`config.mk`:
```
export PLATFORM = sky130hd
export DESIGN_NAME = sine_stride_seq
export DESIGN_NICKNAME = d
export VERILOG_FILES = /design/src/rtl/sine_seq_pkg.sv /design/src/rtl/sine_quarter_rom.sv /design/src/rtl/sine_ptr_step.sv /design/src/rtl/sine_seq_ctrl.sv /design/src/rtl/sine_stride_seq.sv
export SDC_FILE = /design/constraint.sdc
export NUM_CORES = 1
export LEC_CHECK = 0
export CAP_MARGIN = 15
export CORE_ASPECT_RATIO = 0.75
export CORE_MARGIN = 1
export CORE_UTILIZATION = 30
export CTS_CLUSTER_SIZE = 30
export DETAILED_ROUTE_END_ITERATION = 16
export PLACE_DENSITY = 0.5
export REMOVE_ABC_BUFFERS = 1
export SKIP_LAST_GASP = 1
export SLEW_MARGIN = 15
export SYNTH_ARGS = -nofsm -noshare
export SYNTH_HDL_FRONTEND = slang
export SYNTH_SLANG_ARGS = --single-unit
export TNS_END_PERCENT = 10
```
`constraint.sdc`:
```
create_clock -name clk -period 2.8 [get_ports clk]
set_input_delay 0.7 -clock clk [delete_from_list [all_inputs] [get_ports clk]]
set_output_delay 0.7 -clock clk [all_outputs]
set_load 0.005 [all_outputs]
```
`src/rtl/sine_seq_pkg.sv`:
```
package sine_seq_pkg;

    localparam int TBL_DEPTH = 64;
    localparam int PTR_W     = $clog2(TBL_DEPTH);
    localparam int QTR       = TBL_DEPTH / 4;
    localparam int CODE_W    = 8;
    localparam int MID_CODE  = 127;
    localparam int STEP_W    = 3;

    typedef enum logic {
        SEQ_IDLE = 1'b0,
        SEQ_RUN  = 1'b1
    } seq_state_t;

    typedef enum logic [1:0] {
        STEP_ONE  = 2'b00,
        STEP_TWO  = 2'b01,
        STEP_FOUR = 2'b10,
        STEP_RSVD = 2'b11
    } step_sel_t;

    function automatic logic [STEP_W-1:0] stride_of(input logic [1:0] sel);
        logic [STEP_W-1:0] s;
        unique case (step_sel_t'(sel))
            STEP_ONE:  s = STEP_W'(1);
            STEP_TWO:  s = STEP_W'(2);
            STEP_FOUR: s = STEP_W'(4);
            STEP_RSVD: s = STEP_W'(1);
            default:   s = STEP_W'(1);
        endcase
        return s;
    endfunction

endpackage

```
`src/rtl/sine_quarter_rom.sv`:
```
module sine_quarter_rom
    import sine_seq_pkg::*;
(
    input  logic [PTR_W-1:0]  idx_i,
    output logic [CODE_W-1:0] code_o
);

    localparam int QW = $clog2(QTR) + 1;

    logic [1:0]        quad;
    logic [QW-2:0]     phase;
    logic [QW-1:0]     qidx;
    logic [CODE_W-1:0] amp;

    assign quad  = idx_i[PTR_W-1:PTR_W-2];
    assign phase = idx_i[PTR_W-3:0];

    // Rising quarters read forward, falling quarters read mirrored.
    always_comb begin
        if (quad[0]) qidx = QW'(QTR) - {1'b0, phase};
        else         qidx = {1'b0, phase};
    end

    // Amplitude of the first quarter: round(127*sin(2*pi*k/64)), k = 0..16
    always_comb begin
        unique case (qidx)
            5'd0:    amp = 8'd0;
            5'd1:    amp = 8'd12;
            5'd2:    amp = 8'd25;
            5'd3:    amp = 8'd37;
            5'd4:    amp = 8'd49;
            5'd5:    amp = 8'd60;
            5'd6:    amp = 8'd71;
            5'd7:    amp = 8'd81;
            5'd8:    amp = 8'd90;
            5'd9:    amp = 8'd98;
            5'd10:   amp = 8'd106;
            5'd11:   amp = 8'd112;
            5'd12:   amp = 8'd117;
            5'd13:   amp = 8'd122;
            5'd14:   amp = 8'd125;
            5'd15:   amp = 8'd126;
            5'd16:   amp = 8'd127;
            default: amp = 8'd0;
        endcase
    end

    // Upper half of the cycle sits above midscale, lower half below.
    always_comb begin
        if (quad[1]) code_o = CODE_W'(MID_CODE) - amp;
        else         code_o = CODE_W'(MID_CODE) + amp;
    end

endmodule

```
`src/rtl/sine_ptr_step.sv`:
```
module sine_ptr_step
    import sine_seq_pkg::*;
(
    input  logic [PTR_W-1:0] ptr_i,
    input  logic [1:0]       sel_i,
    output logic [PTR_W-1:0] next_o
);

    logic [PTR_W:0]    sum;
    logic [STEP_W-1:0] step;

    assign step = stride_of(sel_i);
    assign sum  = {1'b0, ptr_i} + (PTR_W+1)'(step);

    // Any sum at or past the table end restarts the cycle at entry 0.
    always_comb begin
        if (sum >= (PTR_W+1)'(TBL_DEPTH)) next_o = '0;
        else                              next_o = sum[PTR_W-1:0];
    end

endmodule

```
`src/rtl/sine_seq_ctrl.sv`:
```
module sine_seq_ctrl
    import sine_seq_pkg::*;
(
    input  logic clk,
    input  logic rst_n,
    input  logic en_i,
    input  logic tick_i,
    output logic accept_o
);

    seq_state_t state_q;
    seq_state_t state_d;

    always_ff @(posedge clk or negedge rst_n) begin
        if (!rst_n) state_q <= SEQ_IDLE;
        else        state_q <= state_d;
    end

    always_comb begin
        state_d = state_q;
        unique case (state_q)
            SEQ_IDLE: if (en_i)  state_d = SEQ_RUN;
            SEQ_RUN:  if (!en_i) state_d = SEQ_IDLE;
            default:  state_d = SEQ_IDLE;
        endcase
    end

    always_comb begin
        accept_o = 1'b0;
        unique case (state_q)
            SEQ_IDLE: accept_o = 1'b0;
            SEQ_RUN:  accept_o = en_i & tick_i;
            default:  accept_o = 1'b0;
        endcase
    end

endmodule

```
`src/rtl/sine_stride_seq.sv`:
```
module sine_stride_seq
    import sine_seq_pkg::*;
(
    input  logic              clk,
    input  logic              rst_n,
    input  logic              tick_i,
    input  logic              en_i,
    input  logic [1:0]        stride_sel_i,
    output logic [CODE_W-1:0] sample_o,
    output logic              valid_o
);

    logic              accept;
    logic [PTR_W-1:0]  ptr_q;
    logic [PTR_W-1:0]  ptr_next;
    logic [CODE_W-1:0] rom_code;

    sine_seq_ctrl u_ctrl (
        .clk      (clk),
        .rst_n    (rst_n),
        .en_i     (en_i),
        .tick_i   (tick_i),
        .accept_o (accept)
    );

    sine_quarter_rom u_rom (
        .idx_i  (ptr_q),
        .code_o (rom_code)
    );

    sine_ptr_step u_step (
        .ptr_i  (ptr_q),
        .sel_i  (stride_sel_i),
        .next_o (ptr_next)
    );

    always_ff @(posedge clk or negedge rst_n) begin
        if (!rst_n) begin
            ptr_q    <= '0;
            sample_o <= CODE_W'(MID_CODE);
            valid_o  <= 1'b0;
        end else begin
            valid_o <= accept;
            if (accept) begin
                sample_o <= rom_code;
                ptr_q    <= ptr_next;
            end
        end
    end

endmodule

```
==> results of run 1 <==
[registers in the layout, indices dropped and copies added, names as in the netlist]
register / cells
valid_o: 1
ptr_q: 6
sample_o: 8
u_ctrl.state_q: 1
[final cells by class]
| type | count | area, um^2 |
|---|---|---|
| Inverter | 11 | 41.3 |
| Sequential cell | 16 | 409 |
| Fill cell | 451 | 2720 |
| Clock buffer | 4 | 55.1 |
| Timing Repair Buffer | 33 | 283 |
| Multi-Input combinational cell | 142 | 1020 |
| Tap cell | 57 | 71.3 |
[cells in the final DEF, fill, tap and decap left out, types with 2 or more instances in the layout]
master,count
nand2_1,20
buf_4,19
nor2_1,18
clkdlybuf4s50_1,14
a21oi_1,12
inv_1,11
o21ai_0,11
ha_1,9
dfrtp_1,9
dfstp_2,7
nand3_1,5
xnor2_1,5
xor2_1,5
nor2b_1,4
o21ai_1,4
clkbuf_8,4
or2_2,3
a31oi_1,3
nor2b_2,2
a211oi_1,2
mux2i_1,2
o211ai_1,2
a21oi_2,2
o21bai_1,2
[power breakdown]
part           internal, W  switching [W]
Sequential        0.000347       0.000108
Combinational     0.000871       0.000885
Clock             0.000125      0.0000796
Total              0.00134        0.00107
[what timing repair did]
item / CTS / global route
setup buffers: 0 / 1
setup endpoints to repair: 0 / 3
hold buffers: 0 / 0
gates resized for setup: 0 / 6
[through the flow]
step | hold slack, ns | setup TNS [ns]
final | 0.460 | 0
after global routing | 0.479 | -0.0138
after CTS | 0.464 | 0
after detailed placement | 0.454 | 0
after global placement | 0.452 | 0
after floorplan | 0.404 | -0.00727
[worst max path at each step]
stage,slack (ns),endpoint,startpoint,cells past startpoint
floorplan,-0.007,sample_o[6],ptr_q[0],13
global placement,0.02,sample_o[6],ptr_q[0],14
detailed placement,0.02,ptr_q[3],stride_sel_i[0],9
CTS,0.02,sample_o[6],ptr_q[0],14
global route,-0.01,sample_o[6],ptr_q[0],14
finish,0.15,sample_o[6],ptr_q[0],14
[metal layers]
layer	vias up	GRT usage
met5	-	0
met4	0	0.0237
met3	6	0.0357
met2	35	0.220
met1	634	0.194
li1	685	-
[cell families (layout without fill, tap and decap cells)]
kind of cell,Yosys count,count (layout),share of synthesized area
fa+ha+maj,12,12,0.106
compound gates,53,53,0.252
mux,3,3,0.0211
flops,16,16,0.276
simple gates,63,63,0.215
buf+inv,20,48,0.0591
xor+xnor,11,11,0.0700
[worst min-delay path: cells and delay by family, from the launching register on]
kind | cells | cell delay (ns)
simple gates | 1 | 0.04
flops | 1 | 0.37
compound gates | 1 | 0.05
==> run metrics, run 1 <==
status=completed; Avg Inst Size Synth=8.33 um^2; total clock sinks=16; gpl congestion=0.855; Max Fclk=377 MHz; period utilization=0.948; M1 WL=1720 um; hpwl dp=2680 um; highest metal used=met4; clk slew on worst S/H paths=0.07 ns; critical path arrival=2.84 ns; maximum number of pins on one net before global-route repair=17; total wire length=3480 um; post-placement cell count=258; post-layout min period=2.65 ns; die area=5230 um^2; Clock Tree Buf Depth=2; Final Max Tran Viols=0; Max Fanout on Critical Path=4; all-layer global routing usage=0.140; Initial Utilization=0.322; Core Rows=21; Yosys top cell area share=0.152; Worst VDD drop=0.000552 V; root buffer cell=clkbuf_8; final net count=225; IO Count=15; total power=0.00241 W; most frequent CP cell=inv_1; flop2flop setup slack=0.15 ns; RSZ-0062 raised after global routing=true; met2 wire length=1600 um; HP Start=sample_o[6]; most common cell in the netlist=nand2_1; mapped cell area=1480 um^2; share of synthesized registers carrying an async set or reset=1.00; reg2reg path depth=14; layout cells sized above 1=0.243; total core area=4600 um^2; worst r2r src=ptr_q[0]; number of synthesized flops with an enable pin=0; Synth Register Bits=16; Layout Skew=0.00585 ns; Setup CP Type=flop to flop; GRT overflow=0; hold crit path type=flop to flop; # DRC=0; initial antenna violation count=0; crit end category=flop; Place WS=0.0150 ns; area leader, netlist=dfrtp_1; Yosys warning count=0; Final Cell Area=1880 um^2; Synth cell types=53; Final Worst Setup Slack=0.146 ns; Post-synth top flop=dfrtp_1; fin cells=263; Final Core Density=0.409; critical path cell sequence=inv_1, ha_1, nand2_1, o21a_1, inv_1, ha_4, inv_1, o32ai_2, buf_4, o21ai_1, o21ba_4, a41oi_2, xor2_1, o21ai_1; crit path launch type=flop; Hold Crit Depth=2; Die Span X=83.2 um; vias in the first global route=1,259; PwrDens=1280 nW/um^2; Slew @ Worst Pin=0.690 ns; H-tree Lvls=1; DR iter-0 viols=63; CTS tree=yes; Syn Inst Count=178; I/O Buffers=14; Slew headroom=0.539; top post-synthesis cells by area=dfrtp_1 15%, dfstp_2 12%, ha_1 9.3%, nand2_1 5.1%, nor2_1 4.6%; reg2reg end=sample_o[6]; first-pass GRT wire length=5940 um; Die Y=62.9 um; Worst-Skew Late Latency=0.25 ns; Placed Instance Area=1780 um^2; Commonest cells post-synth=20 x nand2_1, 18 x nor2_1, 13 x a21oi_1; final-report hold violation count=0; Detail Route Antenna Nets=0; Diodes inserted=0; Slowest Stage Delay on Critical Path=0.34 ns; Worst Hold Path EP=sample_o[6]; iteration count of the initial detailed-routing pass=4; drt wl/cell=13.2 um; share of the yosys chip area belonging to registers=0.276; Met3 Wirelength=136 um; area growth from synthesis to layout=26.8%; Pleak=0.808 nW; Crit path max-delay family=compound AO/OA/AOI/OAI gates; Slowest-stage cell, CP=dfrtp_1; max_cap viols=0; worst endpoint required time=2.99 ns; endpoints failing setup=0; vias per cell=5.17; via count=1,360; CTS Buf Count=3; CP Buf/Inv Count=4
(Power assumes the default switching activity.)
==> run 2: changes to the inputs <==
--- a/config.mk
+++ b/config.mk
@@ -5,13 +5,14 @@
 export SDC_FILE = /design/constraint.sdc
 export NUM_CORES = 1
 export LEC_CHECK = 0
+export ABC_AREA = 1
 export CAP_MARGIN = 15
 export CORE_ASPECT_RATIO = 0.75
 export CORE_MARGIN = 1
 export CORE_UTILIZATION = 30
 export CTS_CLUSTER_SIZE = 30
 export DETAILED_ROUTE_END_ITERATION = 16
-export PLACE_DENSITY = 0.5
+export PLACE_DENSITY = 0.49
 export REMOVE_ABC_BUFFERS = 1
 export SKIP_LAST_GASP = 1
 export SLEW_MARGIN = 15
==> constraint.sdc (replaced) <==
create_clock -name clk -period 2.6 [get_ports clk]
set_input_delay 0.65 -clock clk [delete_from_list [all_inputs] [get_ports clk]]
set_output_delay 0.65 -clock clk [all_outputs]
set_load 0.005 [all_outputs]
==> run metrics, run 2 <==
area growth from synthesis to layout=25.1%; DR iter-0 viols=70; via count=1,270; total core area=4490 um^2; RSZ-0062 raised after global routing=true; top post-synthesis cells by area=dfrtp_1 16%, nand2_1 14%, dfstp_2 13%, ha_1 9.8%, nand3_1 8.9%; biggest regs=sample_o (8), ptr_q (6); CTS tree=yes; first-pass GRT wire length=5340 um; total wire length=3070 um; PwrDens=1460 nW/um^2; period utilization=0.945; Placed Instance Area=1700 um^2; Most flops, register=sample_o; post-synthesis xor/xnor area fraction=0.0248; Final Cell Area=1760 um^2; Setup CP Type=primary input to flop; crit end category=flop; Synth Area in Simple Gates=0.446; Die Y=61.4 um; Slew @ Worst Pin=0.409 ns; Synth cell types=28; worst endpoint required time=2.77 ns; total clock sinks=16; hpwl dp=2490 um; critical path arrival=2.62 ns; iteration count of the initial detailed-routing pass=4; final net count=241; endpoints failing setup=0; Core Rows=21; status=completed; Synth Area in Compound Gates=0.0506; root buffer cell=clkbuf_8; initial antenna violation count=0; Largest register FFs=8; Worst-Skew Late Latency=0.25 ns; Die Span X=81.2 um; final-report hold violation count=0; GRT overflow=0; Max Fanout on Critical Path=2; Detail Route Antenna Nets=0; multiplexer share of the synthesized area=0; Commonest cells post-synth=53 x nand2_1, 25 x nand3_1, 18 x inv_1; hold crit path type=flop to flop; share of the yosys chip area belonging to registers=0.290; drt wl/cell=11.0 um; Layout Skew=0.00404 ns; Final Core Density=0.393; mapped cell area=1410 um^2; Yosys top cell area share=0.160; Worst VDD drop=0.000485 V; Avg Inst Size Synth=7.27 um^2; maximum number of pins on one net before global-route repair=17; vias in the first global route=1,170; Max Fclk=407 MHz; adder-cell share of the synthesized area=0.112; CTS Buf Count=3; gpl congestion=0.831; Initial Utilization=0.314; Pleak=0.859 nW; hold_buf cts=0; H-tree Lvls=1; I/O Buffers=14; max_cap viols=0; layout cells sized above 1=0.261; Final Max Tran Viols=0; share of synthesized registers carrying an async set or reset=1.00; Syn Inst Count=194; crit path launch type=primary input; area leader, netlist=dfrtp_1; main combinational cell family by area after synthesis=simple AND/OR/NAND/NOR gates; Yosys warning count=0; Clock Tree Buf Depth=2; most common cell after layout, fill and taps aside=nand2_1; die area=4980 um^2; post-layout min period=2.46 ns; most common cell in the netlist=nand2_1; vias per cell=4.55; Post-synth top flop=dfrtp_1; Synth Register Bits=16; Slew headroom=0.727; all-layer global routing usage=0.143; IO Count=15; clk slew on worst S/H paths=0.07 ns; # DRC=0; fillers=479; leading cell types in the layout, fill and taps excluded=53 x nand2_1, 25 x nand3_1, 18 x inv_1; Diodes inserted=0; Final Hold Slack=0.465 ns; number of synthesized flops with an enable pin=0
run 2: cell count changes after synthesis, sizes merged, moves of 4 or more:
| cell | delta |
|---|---|
| a21oi | -11 |
| buf | -4 |
| inv | +12 |
| nand2 | +49 |
| nand3 | +24 |
| nor2b | -6 |
| o21ai | -5 |
| xnor2 | -5 |
run 2: worst paths after layout:
kind	from	endpoint	slack [ns]	depth (start not counted)
hold / removal	sample_o[0]	sample_o[0]	0.47	2
max in group asynchronous	rst_n	sample_o[6]	1.63	2
min in group asynchronous	rst_n	sample_o[7]	0.72	2
setup reg to reg	ptr_q[0]	sample_o[6]	0.22	21
hold reg to reg	sample_o[0]	sample_o[0]	0.47	2
setup / recovery	stride_sel_i[0]	ptr_q[5]	0.14	10
run 2: worst max-delay path: stages:
cell	delay, ns
clkdlybuf4s50_1	0.48
inv_1	0.05
ha_1	0.28
ha_1	0.21
fa_1	0.40
a21oi_2	0.17
nor3_1	0.06
inv_1	0.08
nor2_1	0.05
nor3b_1	0.19
run 2: cell families after synthesis:
family | Yosys count
buf+inv | 26
simple gates | 122
flops | 16
xor+xnor | 4
fa+ha+maj | 12
compound gates | 14
run 2: final cells by class:
type / instances / area [um^2] / area share
inverters: 23 / 91.3 / 0.0518
repair buffers: 27 / 238 / 0.135
clock buffers: 4 / 55.1 / 0.0312
multi-input cells: 152 / 900 / 0.510
flip-flops and latches: 16 / 409 / 0.232
well taps: 57 / 71.3 / 0.0404
run 2: routing by layer:
metal / up-vias / wire length, um / GRT usage / part of all wire
li1: 678 / - / - / -
met4: 0 / 16 / 0.0306 / 0.0052
met3: 3 / 108 / 0.0356 / 0.035
met5: - / 0 / 0 / 0
met2: 21 / 1280 / 0.208 / 0.42
met1: 568 / 1670 / 0.211 / 0.54
run 2: where the power goes:
group | switching (W) | total, W | internal (W)
logic | 0.00111 | 0.00186 | 0.000750
clock network | 0.0000889 | 0.000223 | 0.000134
registers | 0.000110 | 0.000497 | 0.000387
run 2: timing repair:
action                     CTS  global route
setup buffers                0             0
setup endpoints to repair    0             6
resized for setup            0             2
run 2: through the flow:
step                      total power [W]  setup TNS (ns)  worst slack (ns)  cells
after floorplan                   0.00183               0             0.306    191
after CTS                         0.00261               0             0.125    279
after global routing              0.00290         -0.0253           -0.0213    279
after detailed placement          0.00237          -0.554            -0.137    275
after global placement            0.00237          -0.323           -0.0870    275
final                             0.00258               0             0.143    279
==> run 3: changes to the inputs <==
--- a/config.mk
+++ b/config.mk
@@ -7,12 +7,14 @@
 export LEC_CHECK = 0
 export ABC_AREA = 1
 export CAP_MARGIN = 15
+export CELL_PAD_IN_SITES_DETAIL_PLACEMENT = 0
+export CELL_PAD_IN_SITES_GLOBAL_PLACEMENT = 1
 export CORE_ASPECT_RATIO = 0.75
 export CORE_MARGIN = 1
 export CORE_UTILIZATION = 30
 export CTS_CLUSTER_SIZE = 30
 export DETAILED_ROUTE_END_ITERATION = 16
-export PLACE_DENSITY = 0.49
+export PLACE_DENSITY = 0.62
 export REMOVE_ABC_BUFFERS = 1
 export SKIP_LAST_GASP = 1
 export SLEW_MARGIN = 15
==> run metrics, run 3 (synthesis gave the netlist of run 2 again) <==
PwrDens=1480 nW/um^2; total core area=4490 um^2; first-pass GRT wire length=5670 um; GRT overflow=0; Detail Route Antenna Nets=0; Placed Instance Area=1700 um^2; Initial Utilization=0.314; reg2reg path depth=21; hold crit path type=flop to flop; Pleak=0.849 nW; total clock sinks=16; Diodes inserted=0; biggest regs=sample_o (8), ptr_q (6); via count=1,261; drt wl/cell=11.6 um; gpl congestion=0.805; CTS Buf Count=3; critical path cell sequence=clkdlybuf4s50_1, inv_1, ha_1, ha_1, fa_2, a21oi_2, nor3_1, inv_1, buf_4, nand3_1, o21ai_0; IO Count=15; I/O Buffers=14; CTS tree=yes; Final Worst Setup Slack=0.144 ns; H-tree Lvls=1; layout cells sized above 1=0.253; Layout Skew=0.00720 ns; Final Max Tran Viols=0; die area=4980 um^2; setup TNS=0 ns; grt peak-use layer=met2; root buffer cell=clkbuf_8; Die Y=61.4 um; clk slew on worst S/H paths=0.07 ns; Hold Crit Depth=2; RSZ-0062 raised after global routing=true; Final Cell Area=1750 um^2; Most flops, register=sample_o; total wire length=3230 um; iteration count of the initial detailed-routing pass=4; post-layout min period=2.46 ns; initial antenna violation count=0; post-CTS resize count=0; crit path launch type=primary input; leading cell types in the layout, fill and taps excluded=53 x nand2_1, 25 x nand3_1, 18 x inv_1; Core Rows=21; final net count=240; max_cap viols=0; worst r2r src=ptr_q[0]; critical path arrival=2.63 ns; vias per cell=4.54; Setup CP Type=primary input to flop; Clock Tree Buf Depth=2; Die Span X=81.2 um; DR iter-0 viols=67; crit end category=flop; most common cell after layout, fill and taps aside=nand2_1; met3 usage=0.0311; Worst-Skew Late Latency=0.26 ns; endpoints failing setup=0; CP startpoint=stride_sel_i[0]; met2 Use GR=0.242; total power=0.00259 W; Largest register FFs=8; period utilization=0.944; Max Fclk=407 MHz; Final Hold Slack=0.465 ns; maximum number of pins on one net before global-route repair=17; Slowest-stage cell, CP=clkdlybuf4s50_1; HP Start=sample_o[3]; routing usage on met1=0.210; vias in the first global route=1,214; final-report hold violation count=0; status=completed; Worst VDD drop=0.000503 V; post-CTS setup buffers=0; Max Fanout on Critical Path=3; # DRC=0; area growth from synthesis to layout=23.9%; hpwl dp=2610 um; fillers=489; hold_buf cts=0; Slew @ Worst Pin=0.759 ns; all-layer global routing usage=0.150; Slowest Stage Delay on Critical Path=0.48 ns; worst endpoint required time=2.78 ns; Slew headroom=0.492; Place WS=-0.184 ns
[run 3: changes by cell type in the layout (fill, tap and decap cells not counted)]
| cell | previous run | this run |
|---|---|---|
| clkbuf_1 | 0 | 1 |
| ha_1 | 10 | 11 |
| clkbuf_8 | 4 | 3 |
| fa_1 | 1 | 0 |
| ha_2 | 1 | 0 |
| fa_2 | 0 | 1 |
| buf_4 | 13 | 12 |
[run 3: routing by layer]
layer	routed length, um	share of wire
met5	0	0
met4	32	0.0099
met3	64	0.020
met2	1450	0.45
met1	1680	0.52
[run 3: path summary, 6_finish.rpt]
check	slack [ns]	endpoint
worst max-delay path	0.14	ptr_q[2]
worst min-delay path	0.46	sample_o[3]
worst max register to register	0.25	sample_o[6]
worst min register to register	0.46	sample_o[3]
max in group asynchronous	1.28	sample_o[7]
min in group asynchronous	0.84	ptr_q[4]
[run 3: metrics by stage]
stage	util	instances
floorplan	-	191
global placement	0.377	274
detailed placement	0.377	274
CTS	0.387	278
global route	0.389	278
finish	0.389	278
[run 3: critical path: cells and delay by family]
kind                     cells  cell delay, ns
AO/OA/AOI/OAI                2            0.27
buffers and inverters        4            0.73
adder cells (fa/ha/maj)      3            0.87
AND/OR/NAND/NOR              2            0.13
[run 3: layout make-up]
| type | instances | area [um^2] | area share |
|---|---|---|---|
| Sequential cell | 16 | 409 | 0.234 |
| Multi-Input combinational cell | 152 | 900 | 0.515 |
| Timing Repair Buffer | 26 | 230 | 0.132 |
| Inverter | 23 | 91.3 | 0.0523 |
| Clock buffer | 4 | 45.0 | 0.0258 |
| Tap cell | 57 | 71.3 | 0.0408 |
[run 3: power breakdown]
group / switching (W) / internal, W
combinational: 0.00112 / 0.000768
sequential: 0.000113 / 0.000387
clock: 0.0000922 / 0.000109
total: 0.00133 / 0.00126
